--- config.mk ---
export PLATFORM = sky130hd
export DESIGN_NAME = lcd_mux_seq
export DESIGN_NICKNAME = d
export VERILOG_FILES = /design/src/rtl/lcd_mux_seq_pkg.sv /design/src/rtl/lcd_mux_seq_ctrl.sv /design/src/rtl/lcd_mux_seq_datapath.sv /design/src/rtl/lcd_mux_seq.sv
export SDC_FILE = /design/constraint.sdc
export NUM_CORES = 1
export LEC_CHECK = 0
export BUFFER_PORTS_ARGS = -buffer_cell sky130_fd_sc_hd__buf_2
export CAP_MARGIN = 0
export CELL_PAD_IN_SITES_DETAIL_PLACEMENT = 1
export CELL_PAD_IN_SITES_GLOBAL_PLACEMENT = 2
export CORE_MARGIN = 3
export CORE_UTILIZATION = 31
export DETAILED_ROUTE_END_ITERATION = 8
export PLACE_DENSITY = 0.79
export SLEW_MARGIN = 10
export SYNTH_ARGS = -nofsm -noshare
export SYNTH_HDL_FRONTEND = slang
export SYNTH_SLANG_ARGS = --single-unit
--- constraint.sdc ---
create_clock -name clk -period 2.55 [get_ports clk]
set_input_delay 0.1275 -clock clk [delete_from_list [all_inputs] [get_ports clk]]
set_output_delay 0.1275 -clock clk [all_outputs]
set_load 0.01 [all_outputs]
--- src/rtl/lcd_mux_seq_pkg.sv ---
package lcd_mux_seq_pkg;
  localparam int NUM_COM = 4;
  localparam int NUM_PHASE = 2 * NUM_COM;
  localparam int PH_W = $clog2(NUM_PHASE);

  localparam logic [1:0] LVL_0V = 2'd0;
  localparam logic [1:0] LVL_1V = 2'd1;
  localparam logic [1:0] LVL_2V = 2'd2;
  localparam logic [1:0] LVL_3V = 2'd3;

  typedef struct packed {
    logic            active;
    logic [PH_W-1:0] phase;
    logic            park;
    logic            loadPix;
  } seqCtrl_t;
endpackage

--- src/rtl/lcd_mux_seq_ctrl.sv ---
module lcd_mux_seq_ctrl
  import lcd_mux_seq_pkg::*;
#(
  parameter int CNT_W = 6
) (
  input  logic             clk,
  input  logic             rstN,
  input  logic             tick,
  input  logic [CNT_W-1:0] phaseLen,
  input  logic [CNT_W-1:0] parkLen,
  input  logic             parkEn,
  output seqCtrl_t         ctrl
);
  localparam logic [CNT_W-1:0] ONE = CNT_W'(1);
  localparam logic [PH_W-1:0] LAST_PHASE = PH_W'(NUM_PHASE - 1);

  logic             started;
  logic [PH_W-1:0]  phaseReg;
  logic [CNT_W-1:0] tickCnt;
  logic [CNT_W-1:0] lenReg;
  logic [CNT_W-1:0] parkCnt;
  logic             enReg;

  logic [CNT_W-1:0] inLen;
  logic [CNT_W-1:0] inPark;
  logic             lastTick;
  logic             frameLoad;

  // Effective lengths, clamped when a frame loads them
  assign inLen = (phaseLen == '0) ? ONE : phaseLen;
  assign inPark = (parkLen >= inLen) ? (inLen - ONE) : parkLen;

  assign lastTick = (tickCnt == lenReg - ONE);
  assign frameLoad = tick && (!started || (phaseReg == LAST_PHASE && lastTick));

  always_ff @(posedge clk or negedge rstN) begin
    if (!rstN) begin
      started  <= 1'b0;
      phaseReg <= '0;
      tickCnt  <= '0;
      lenReg   <= ONE;
      parkCnt  <= '0;
      enReg    <= 1'b0;
    end else if (tick) begin
      if (frameLoad) begin
        lenReg  <= inLen;
        parkCnt <= inPark;
        enReg   <= parkEn;
      end
      if (!started) begin
        started  <= 1'b1;
        phaseReg <= '0;
        tickCnt  <= '0;
      end else if (lastTick) begin
        tickCnt  <= '0;
        phaseReg <= phaseReg + 1'b1;
      end else begin
        tickCnt <= tickCnt + ONE;
      end
    end
  end

  always_comb begin
    ctrl.active  = started;
    ctrl.phase   = phaseReg;
    ctrl.park    = started && enReg && (tickCnt < parkCnt);
    ctrl.loadPix = frameLoad;
  end

  // the last tick of a running phase moves to the next phase
  a_r2_phase_step: assert property (@(posedge clk) disable iff (!rstN)
    (started && tick && lastTick) |=> (phaseReg == $past(phaseReg) + 1'b1));

  // without a tick the sequencer position holds
  a_r10_hold: assert property (@(posedge clk) disable iff (!rstN)
    !tick |=> ($stable(phaseReg) && $stable(tickCnt)));

  // the parking interval always ends before the phase does
  a_r8_park_clamp: assert property (@(posedge clk) disable iff (!rstN)
    started |-> (parkCnt < lenReg));
endmodule

--- src/rtl/lcd_mux_seq_datapath.sv ---
module lcd_mux_seq_datapath
  import lcd_mux_seq_pkg::*;
#(
  parameter int NUM_SEG = 8
) (
  input  logic                   clk,
  input  logic                   rstN,
  input  seqCtrl_t               ctrl,
  input  logic [4*NUM_SEG-1:0]   pixData,
  output logic [2*NUM_COM-1:0]   comLevel,
  output logic [2*NUM_SEG-1:0]   segLevel
);
  logic [NUM_COM-1:0][NUM_SEG-1:0] pixReg;
  logic [NUM_SEG-1:0] pixRow;
  logic               oddPhase;
  logic [1:0]         selCom;
  logic [1:0]         nonSelLvl;
  logic [1:0]         selLvl;
  logic [1:0]         onLvl;
  logic [1:0]         offLvl;

  always_ff @(posedge clk or negedge rstN) begin
    if (!rstN) pixReg <= '0;
    else if (ctrl.loadPix) pixReg <= pixData;
  end

  assign oddPhase  = ctrl.phase[0];
  assign selCom    = ctrl.phase[PH_W-1:1];
  assign nonSelLvl = oddPhase ? LVL_1V : LVL_2V;
  assign selLvl    = oddPhase ? LVL_3V : LVL_0V;
  assign onLvl     = oddPhase ? LVL_0V : LVL_3V;
  assign offLvl    = oddPhase ? LVL_2V : LVL_1V;
  assign pixRow    = pixReg[selCom];

  for (genvar k = 0; k < NUM_COM; k++) begin : g_com
    always_comb begin
      if (!ctrl.active) comLevel[2*k+:2] = LVL_2V;
      else if (selCom == k) comLevel[2*k+:2] = selLvl;
      else comLevel[2*k+:2] = nonSelLvl;
    end
  end

  for (genvar s = 0; s < NUM_SEG; s++) begin : g_seg
    always_comb begin
      if (!ctrl.active) segLevel[2*s+:2] = LVL_2V;
      else if (ctrl.park) segLevel[2*s+:2] = nonSelLvl;
      else segLevel[2*s+:2] = pixRow[s] ? onLvl : offLvl;
    end
  end

  // Checker-side view of the common outputs
  logic [NUM_COM-1:0] atShared;
  for (genvar k = 0; k < NUM_COM; k++) begin : g_chk
    assign atShared[k] = (comLevel[2*k+:2] == (oddPhase ? 2'd1 : 2'd2));
  end

  // three commons share the non-selected level in every running phase
  a_r4_three_shared: assert property (@(posedge clk) disable iff (!rstN)
    ctrl.active |-> ($countones(atShared) == 3));

  // before the first tick every output rests at code 2
  a_r1_idle_level: assert property (@(posedge clk) disable iff (!rstN)
    !ctrl.active |-> (comLevel == {NUM_COM{2'd2}} && segLevel == {NUM_SEG{2'd2}}));

  // while parking, all segments match the shared common level
  a_r6_park_level: assert property (@(posedge clk) disable iff (!rstN)
    ctrl.park |-> (segLevel == {NUM_SEG{oddPhase ? 2'd1 : 2'd2}}));
endmodule

--- src/rtl/lcd_mux_seq.sv ---
module lcd_mux_seq
  import lcd_mux_seq_pkg::*;
#(
  parameter int NUM_SEG = 8,
  parameter int CNT_W   = 6
) (
  input  logic                 clk,
  input  logic                 rstN,
  input  logic                 tick,
  input  logic [CNT_W-1:0]     phaseLen,
  input  logic [CNT_W-1:0]     parkLen,
  input  logic                 parkEn,
  input  logic [4*NUM_SEG-1:0] pixData,
  output logic [2:0]           phase,
  output logic [7:0]           comLevel,
  output logic [2*NUM_SEG-1:0] segLevel
);
  seqCtrl_t ctrl;

  lcd_mux_seq_ctrl #(.CNT_W(CNT_W)) u_ctrl (
    .clk(clk), .rstN(rstN), .tick(tick),
    .phaseLen(phaseLen), .parkLen(parkLen), .parkEn(parkEn),
    .ctrl(ctrl)
  );

  lcd_mux_seq_datapath #(.NUM_SEG(NUM_SEG)) u_dp (
    .clk(clk), .rstN(rstN), .ctrl(ctrl), .pixData(pixData),
    .comLevel(comLevel), .segLevel(segLevel)
  );

  assign phase = ctrl.phase;
endmodule

==> key figures, run 1 <==
Hold path
  – Worst Hold Path EP: u_dp.pixReg[20]
  – Hold path cells: 2
  – Hold WC Path Type: in -> reg
  – Hold_sp: pixData[20]

Timing
  – Final setup violating endpoints: 0
  – Setup slack after layout: 0.0592 ns
  – Relative slew slack: 65.4%
  – Min Clock Period, post-route: 2.49 ns
  – Final Hold Fails: 0
  – Setup_tns: 0 ns
  – Max Fclk: 401 MHz
  – Unrepaired setup endpoints after global routing: true
  – Clk_skew: 0.0137 ns
  – Period utilization: 97.7%
  – Final max-slew violation count: 0
  – Worst-margin pin slew: 0.518 ns

Synth
  – Cells after Synth: 303
  – Ys Warns: 0
  – Synth unique cells: 50
  – Synthesized flop and latch total: 55
  – Post-synth top area share: 40.7%
  – Post-synthesis cell area: 3320 sq um
  – Top_reg_cell synth: dfrtp_1
  – Cell taking the most area after synthesis: dfrtp_1
  – Top cells by area, synth: dfrtp_1, mux2_1, ha_1
  – Avg Inst Size Synth: 11.0 sq um
  – Sequential fraction of the synthesis area: 41.5%
  – Async S/R FF share, synth: 100%
  – Number of flops mapped to enable cells by yosys: 0
  – Synth Net Count: 368

Critical path
  – Critical-path top delay cell: dfstp_2
  – Reg2reg start: u_ctrl.lenReg[0]
  – Reg2Reg Depth: 9
  – Nature of the critical path startpoint: flop
  – Reg2Reg Capture Point: u_ctrl.lenReg[2]
  – Worst Path Buf+Inv: 3
  – Flop2flop setup slack: 0.06 ns
  – Worst path cell trace: inv_2 -> ha_4 -> xor2_2 -> nand2_2 -> or3_4 -> o31ai_4 -> buf_6 -> clkbuf_16 -> mux2_2
  – Critical path depth: 9
  – Crit path max-delay family: flip-flops
  – Critical-path maximum fanout: 6
  – CP Class: reg -> reg
  – Worst EP required: 2.76 ns
  – CP max stage delay: 0.55 ns
  – Crit end category: flop
  – CP arrival: 2.70 ns

GRT
  – All-layer global routing usage: 14.2%
  – Total gr overflow: 0
  – Initial antenna violation count: 0
  – GRT met3 Usage: 2.64%
  – Met1 GRT Util: 19.9%
  – Number of global-route vias before repair: 2656
  – Largest net degree at the start of global routing: 45
  – Global-route wire length before repair: 13400 um
  – M2 GR Usage: 23.0%
  – GRT Max-Usage Layer: met2

Clocking
  – CTS tree: built
  – Skew-Pair Late Insertion Delay: 0.32 ns
  – Worst-path clk slew: 0.11 ns
  – Root Driver: clkbuf_8
  – Clk sinks: 55
  – Number of H-tree branching levels: 2
  – Number of buffers created by CTS: 5
  – Max Root-Sink Buffers: 2

Place
  – Hpwl dp: 6310 um
  – Place WS: -0.224 ns
  – I/O Buffers: 74
  – Inst Count DP: 508
  – GPL Wtd Cong: 0.843

Floorplanning
  – Core area: 10400 sq um
  – Io pins: 75
  – Die height: 110 um
  – # rows: 37
  – Initial core utilization: 32.0%
  – Die area: 12000 sq um
  – Width of the die: 110 um

Pwr
  – Pwr Total: 0.00519 W
  – Leak: 1.98 nW
  – Worst VDD drop: 0.540 mV
  – Sw frac: 42.7%
  – P_int: 0.00297 W
  – Clock power frac: 9.9%
  – Psw: 0.00221 W
  – Gate power share: 59.7%
  – Pwr Density: 1250 nW/um^2
  – Flop pwr share: 30.4%

Cells and area
  – Number of diodes: 0
  – Area grow syn2layout: 25.3%
  – Fin nets: 453
  – Commonest non-fill, non-tap cell in the layout: buf_2
  – Commonest cells after routing, fill and taps aside: buf_2, dfrtp_1, mux2_1, inv_1, nand2_1
  – Proportion of layout cells with a drive suffix above 1: 35.2%
  – Non-Filler Instances: 525

Outcome
  – Outcome: finished clean

Routing
  – 1st-iter DRT viols: 83
  – Residual DRC count: 0
  – Via Count: 2577
  – DR pass1 iterations: 4
  – Routed length per instance: 17.2 um
  – Vias per cell: 4.91
  – Routed wire length: 9030 um
  – Final ANT Viol Nets: 0

Run
  – Max-cap viol count: 0
-- layer usage --
metal  part of all wire (%)  vias to the layer above
met5                      0                        -
met4                    1.4                        0
met3                    3.7                       10
met2                     50                       49
met1                     45                     1285
li1                       -                     1233
-- synthesized netlist by cell type, types with 2 or more instances --
library cell   n
a2111oi_0      2
a21o_1         2
a21oi_1        7
a31o_2         2
a31oi_1        4
and2_1         3
buf_1          3
buf_4         13
clkbuf_1       6
dfrtp_1       54
ha_1          17
inv_1         21
mux2_1        36
mux2_2         2
mux2i_1        7
mux4_2         8
nand2_1       18
nand2b_1       3
nor2_1        15
nor2b_1        3
nor3_1        12
nor3b_1        2
o21a_1         8
o21ai_0       14
or2_2          3
or3_1          2
xnor2_1        9
xor2_1         5
-- kinds of logic (layout without fill, tap and decap cells) --
logic type	count (synthesis)	count (layout)	synth area share, %
muxes	53	53	20.4
buffers and inverters	45	131	6.59
AOI/OAI and AO/OA	52	52	11.6
xor gates and xnor gates	14	14	3.69
and+or+nand+nor	67	67	9.83
adders and majority gates	17	17	6.41
DFF	55	55	41.5
-- stage by stage --
step	utilization, %	cell area (sq um)	hold slack [ns]
after floorplan	-	3320	-0.168
after global placement	37.4	3870	0.118
after detailed placement	37.4	3870	0.120
after CTS	38.4	3980	0.0111
after global routing	40.1	4160	-0.000418
final	40.1	4160	0.0146
-- flip-flops by register name, indices dropped and copies added (netlist names) --
name and flops:
u_ctrl.started 1, u_ctrl.parkCnt 6, u_ctrl.lenReg 6, u_ctrl.tickCnt 6, u_dp.pixReg 32, u_ctrl.phaseReg 3
u_ctrl.enReg 1
-- power groups by stage --
| stage | combinational, W | clock, W | sequential, W |
|---|---|---|---|
| floorplan | 0.00217 | 0 | 0.00152 |
| global placement | 0.00288 | 0 | 0.00156 |
| detailed placement | 0.00296 | 0 | 0.00159 |
| CTS | 0.00298 | 0.000533 | 0.00157 |
| global route | 0.00346 | 0.000577 | 0.00164 |
| finish | 0.00310 | 0.000512 | 0.00158 |
-- final cells by class --
| type | instances | area, sq um |
|---|---|---|
| clock buffers | 5 | 68.8 |
| clock inverters | 3 | 26.3 |
| fillers | 1189 | 6210 |
| inverters | 22 | 82.6 |
| multi-input cells | 203 | 1770 |
| flip-flops and latches | 55 | 1380 |
| well taps | 136 | 170 |
| repair buffers | 101 | 667 |
-- worst max-delay path by stage --
stage / startpoint / to / slack [ns]
2_1_floorplan: phaseLen[1] / u_ctrl.parkCnt[2] / 0.006
3_3_place_gp: phaseLen[3] / u_ctrl.parkCnt[3] / -0.08
3_5_place_dp: phaseLen[1] / u_ctrl.parkCnt[2] / -0.22
4_1_cts: u_ctrl.lenReg[0] / u_ctrl.lenReg[2] / 0.004
5_1_grt: u_ctrl.lenReg[0] / u_ctrl.lenReg[2] / -0.05
6_report: u_ctrl.lenReg[0] / u_ctrl.lenReg[2] / 0.06
-- timing repair --
item | CTS | global route
cloned | 0 | 5
hold buffers | 1 | 0
buffers inserted | 0 | 3
setup endpoints to repair | 17 | 63
gates resized for setup | 1 | 15
hold endpoints to repair | 18 | 0
pin swaps | 0 | 3
Note: power is estimated with default switching activity, not from simulation.
==> inputs of run 2 (changes only) <==
GPL_ROUTABILITY_DRIVEN = 0   (was unset)
GPL_TIMING_DRIVEN = 0   (was unset)
clock period = 2 ns   (was 2.55 ns; I/O delays follow)
==> run 2 against run 1 <==
  * Utilization increased by 9.2 points
  * Critical path type is now reg -> out
  * Cell count increased by 8.6%
  * The flow now finishes with violations (setup timing)
  * Clock-buffer cell count unchanged
  * Final area grew 23%
  * Setup slack got worse by 0.48 ns
==> key figures, run 2 (synthesized netlist as in run 1, its figures left out) <==
Timing
  – Final setup violating endpoints: 70
  – Unrepaired setup endpoints after global routing: true
  – Max Fclk: 413 MHz
  – Clk_skew: 0.0168 ns
  – Worst-margin pin slew: 0.575 ns
  – Final max-slew violation count: 0
  – Min Clock Period, post-route: 2.42 ns
  – Relative slew slack: 61.6%
  – Final Hold Fails: 0
  – Setup slack after layout: -0.420 ns
  – Period utilization: 121%

Critical path
  – Critical-path maximum fanout: 7
  – Reg2Reg Depth: 9
  – CP arrival: 2.32 ns
  – Crit path from: u_ctrl.tickCnt[1]
  – Reg2reg start: u_ctrl.lenReg[0]
  – Crit end category: primary output
  – CP Class: reg -> out
  – Nature of the critical path startpoint: flop
  – Worst EP required: 1.90 ns

Cells and area
  – Area grow syn2layout: 54.0%
  – Fin nets: 498
  – Final Util: 49.3%
  – Proportion of layout cells with a drive suffix above 1: 51.6%
  – Number of diodes: 0
  – Cell area after layout: 5110 sq um
  – Footprint of the multi-input gates: 2090 sq um
  – Register Area: 1380 sq um
  – Fillers: 1123
  – Number of flip-flops in the largest register: 32
  – Register bank with the most flops: u_dp.pixReg
  – Commonest non-fill, non-tap cell in the layout: buf_2
  – Commonest cells after routing, fill and taps aside: buf_2, dfrtp_1, mux2_4, dlygate4sd3_1, buf_6

Outcome
  – Outcome: finished with violations
  – Failing checks: setup timing

Clocking
  – Root Driver: clkbuf_8
  – Clk sinks: 55
  – Number of buffers created by CTS: 5
  – Max Root-Sink Buffers: 2
  – Skew-Pair Late Insertion Delay: 0.32 ns
  – Number of H-tree branching levels: 2
  – CTS tree: built
  – Worst-path clk slew: 0.11 ns

Floorplanning
  – Die height: 110 um
  – Die area: 12000 sq um
  – Io pins: 75
  – # rows: 37
  – Core area: 10400 sq um
  – Initial core utilization: 32.0%
  – Width of the die: 110 um

GRT
  – Total gr overflow: 0
  – All-layer global routing usage: 16.2%
  – Number of global-route vias before repair: 3036
  – Largest net degree at the start of global routing: 30
  – Initial antenna violation count: 0
  – Global-route wire length before repair: 15100 um

Routing
  – Routed wire length: 10100 um
  – Via Count: 2768
  – 1st-iter DRT viols: 106
  – Routed length per instance: 17.7 um
  – Final ANT Viol Nets: 0
  – Residual DRC count: 0
  – Vias per cell: 4.86
  – DR pass1 iterations: 4

Pwr
  – Pwr Density: 1740 nW/um^2
  – Worst VDD drop: 0.980 mV
  – Pwr Total: 0.00888 W
  – Leak: 2.40 nW

Place
  – I/O Buffers: 73
  – Placed standard-cell area: 4010 sq um
  – Hpwl dp: 6670 um

Run
  – Max-cap viol count: 0

Hold path
  – Hold_sp: pixData[5]
  – Hold path cells: 2
  – Hold WC Path Type: in -> reg
## run 2: changes by cell type in the layout (fill, tap and decap cells not counted), sizes merged
cell         change
dlygate4sd3     +23
clkbuf           +7
buf             +15
## run 2: layout make-up
class                   instances  area share [%]
plain buffers                  23            5.24
clock buffers                   5            1.35
clock inverters                 3           0.661
inverters                      22            1.62
multi-input cells             203            41.0
flip-flops and latches         55            27.0
well taps                     136            3.33
repair buffers                123            19.8
## run 2: path summary, 6_finish.rpt
| kind | end | slack (ns) |
|---|---|---|
| max | segLevel[12] | -0.42 |
| min | u_dp.pixReg[5] | 0.01 |
| max reg2reg | u_dp.pixReg[5] | -0.41 |
| min reg2reg | u_dp.pixReg[6] | 0.52 |
| max in group asynchronous | u_ctrl.lenReg[0] | 1.14 |
| min in group asynchronous | u_ctrl.phaseReg[0] | 0.18 |
## run 2: per-layer routing
layer | vias up | global-route usage, % | wire (um)
met5 | - | 0 | 0
met4 | 0 | 3.83 | 117
met3 | 9 | 2.17 | 222
met2 | 39 | 27.8 | 5240
met1 | 1390 | 21.6 | 4500
li1 | 1330 | - | -
## run 2: report_power, final
part	switching, W	internal (W)	leakage, nW	total, W
combinational	0.00260	0.00350	1.69	0.00610
clock	0.000426	0.000267	0.0519	0.000693
sequential	0.000442	0.00165	0.654	0.00209
total	0.00347	0.00542	2.40	0.00888
## run 2: what timing repair did
action / 4_1_cts / 5_1_grt
hold endpoints to repair: 58 / 1
gates resized for setup: 68 / 71
buffers inserted: 18 / 4
endpoints found under the setup margin: 77 / 74
cloned: 2 / 4
hold buffers: 23 / 1
pin swaps: 22 / 20
## run 2: worst max-delay path, stage by stage (launching register included)
cell	delay [ns]
dfrtp_1	0.42
ha_1	0.30
a21o_1	0.19
a21oi_2	0.15
o31a_1	0.18
buf_8	0.14
buf_8	0.11
xnor2_2	0.09
and2_4	0.22
buf_6	0.11
buf_6	0.09
## run 2: through the flow
| step | TNS (ns) | std cells | setup WS [ns] | hold WS (ns) |
|---|---|---|---|---|
| floorplan | -18.04 | 303 | -0.395 | -0.196 |
| global placement | -33.57 | 512 | -0.659 | 0.317 |
| detailed placement | -35.99 | 514 | -0.677 | -0.00452 |
| CTS | -28.71 | 564 | -0.500 | 0.00221 |
| global route | -30.41 | 570 | -0.532 | -0.00325 |
| finish | -24.84 | 570 | -0.420 | 0.0113 |
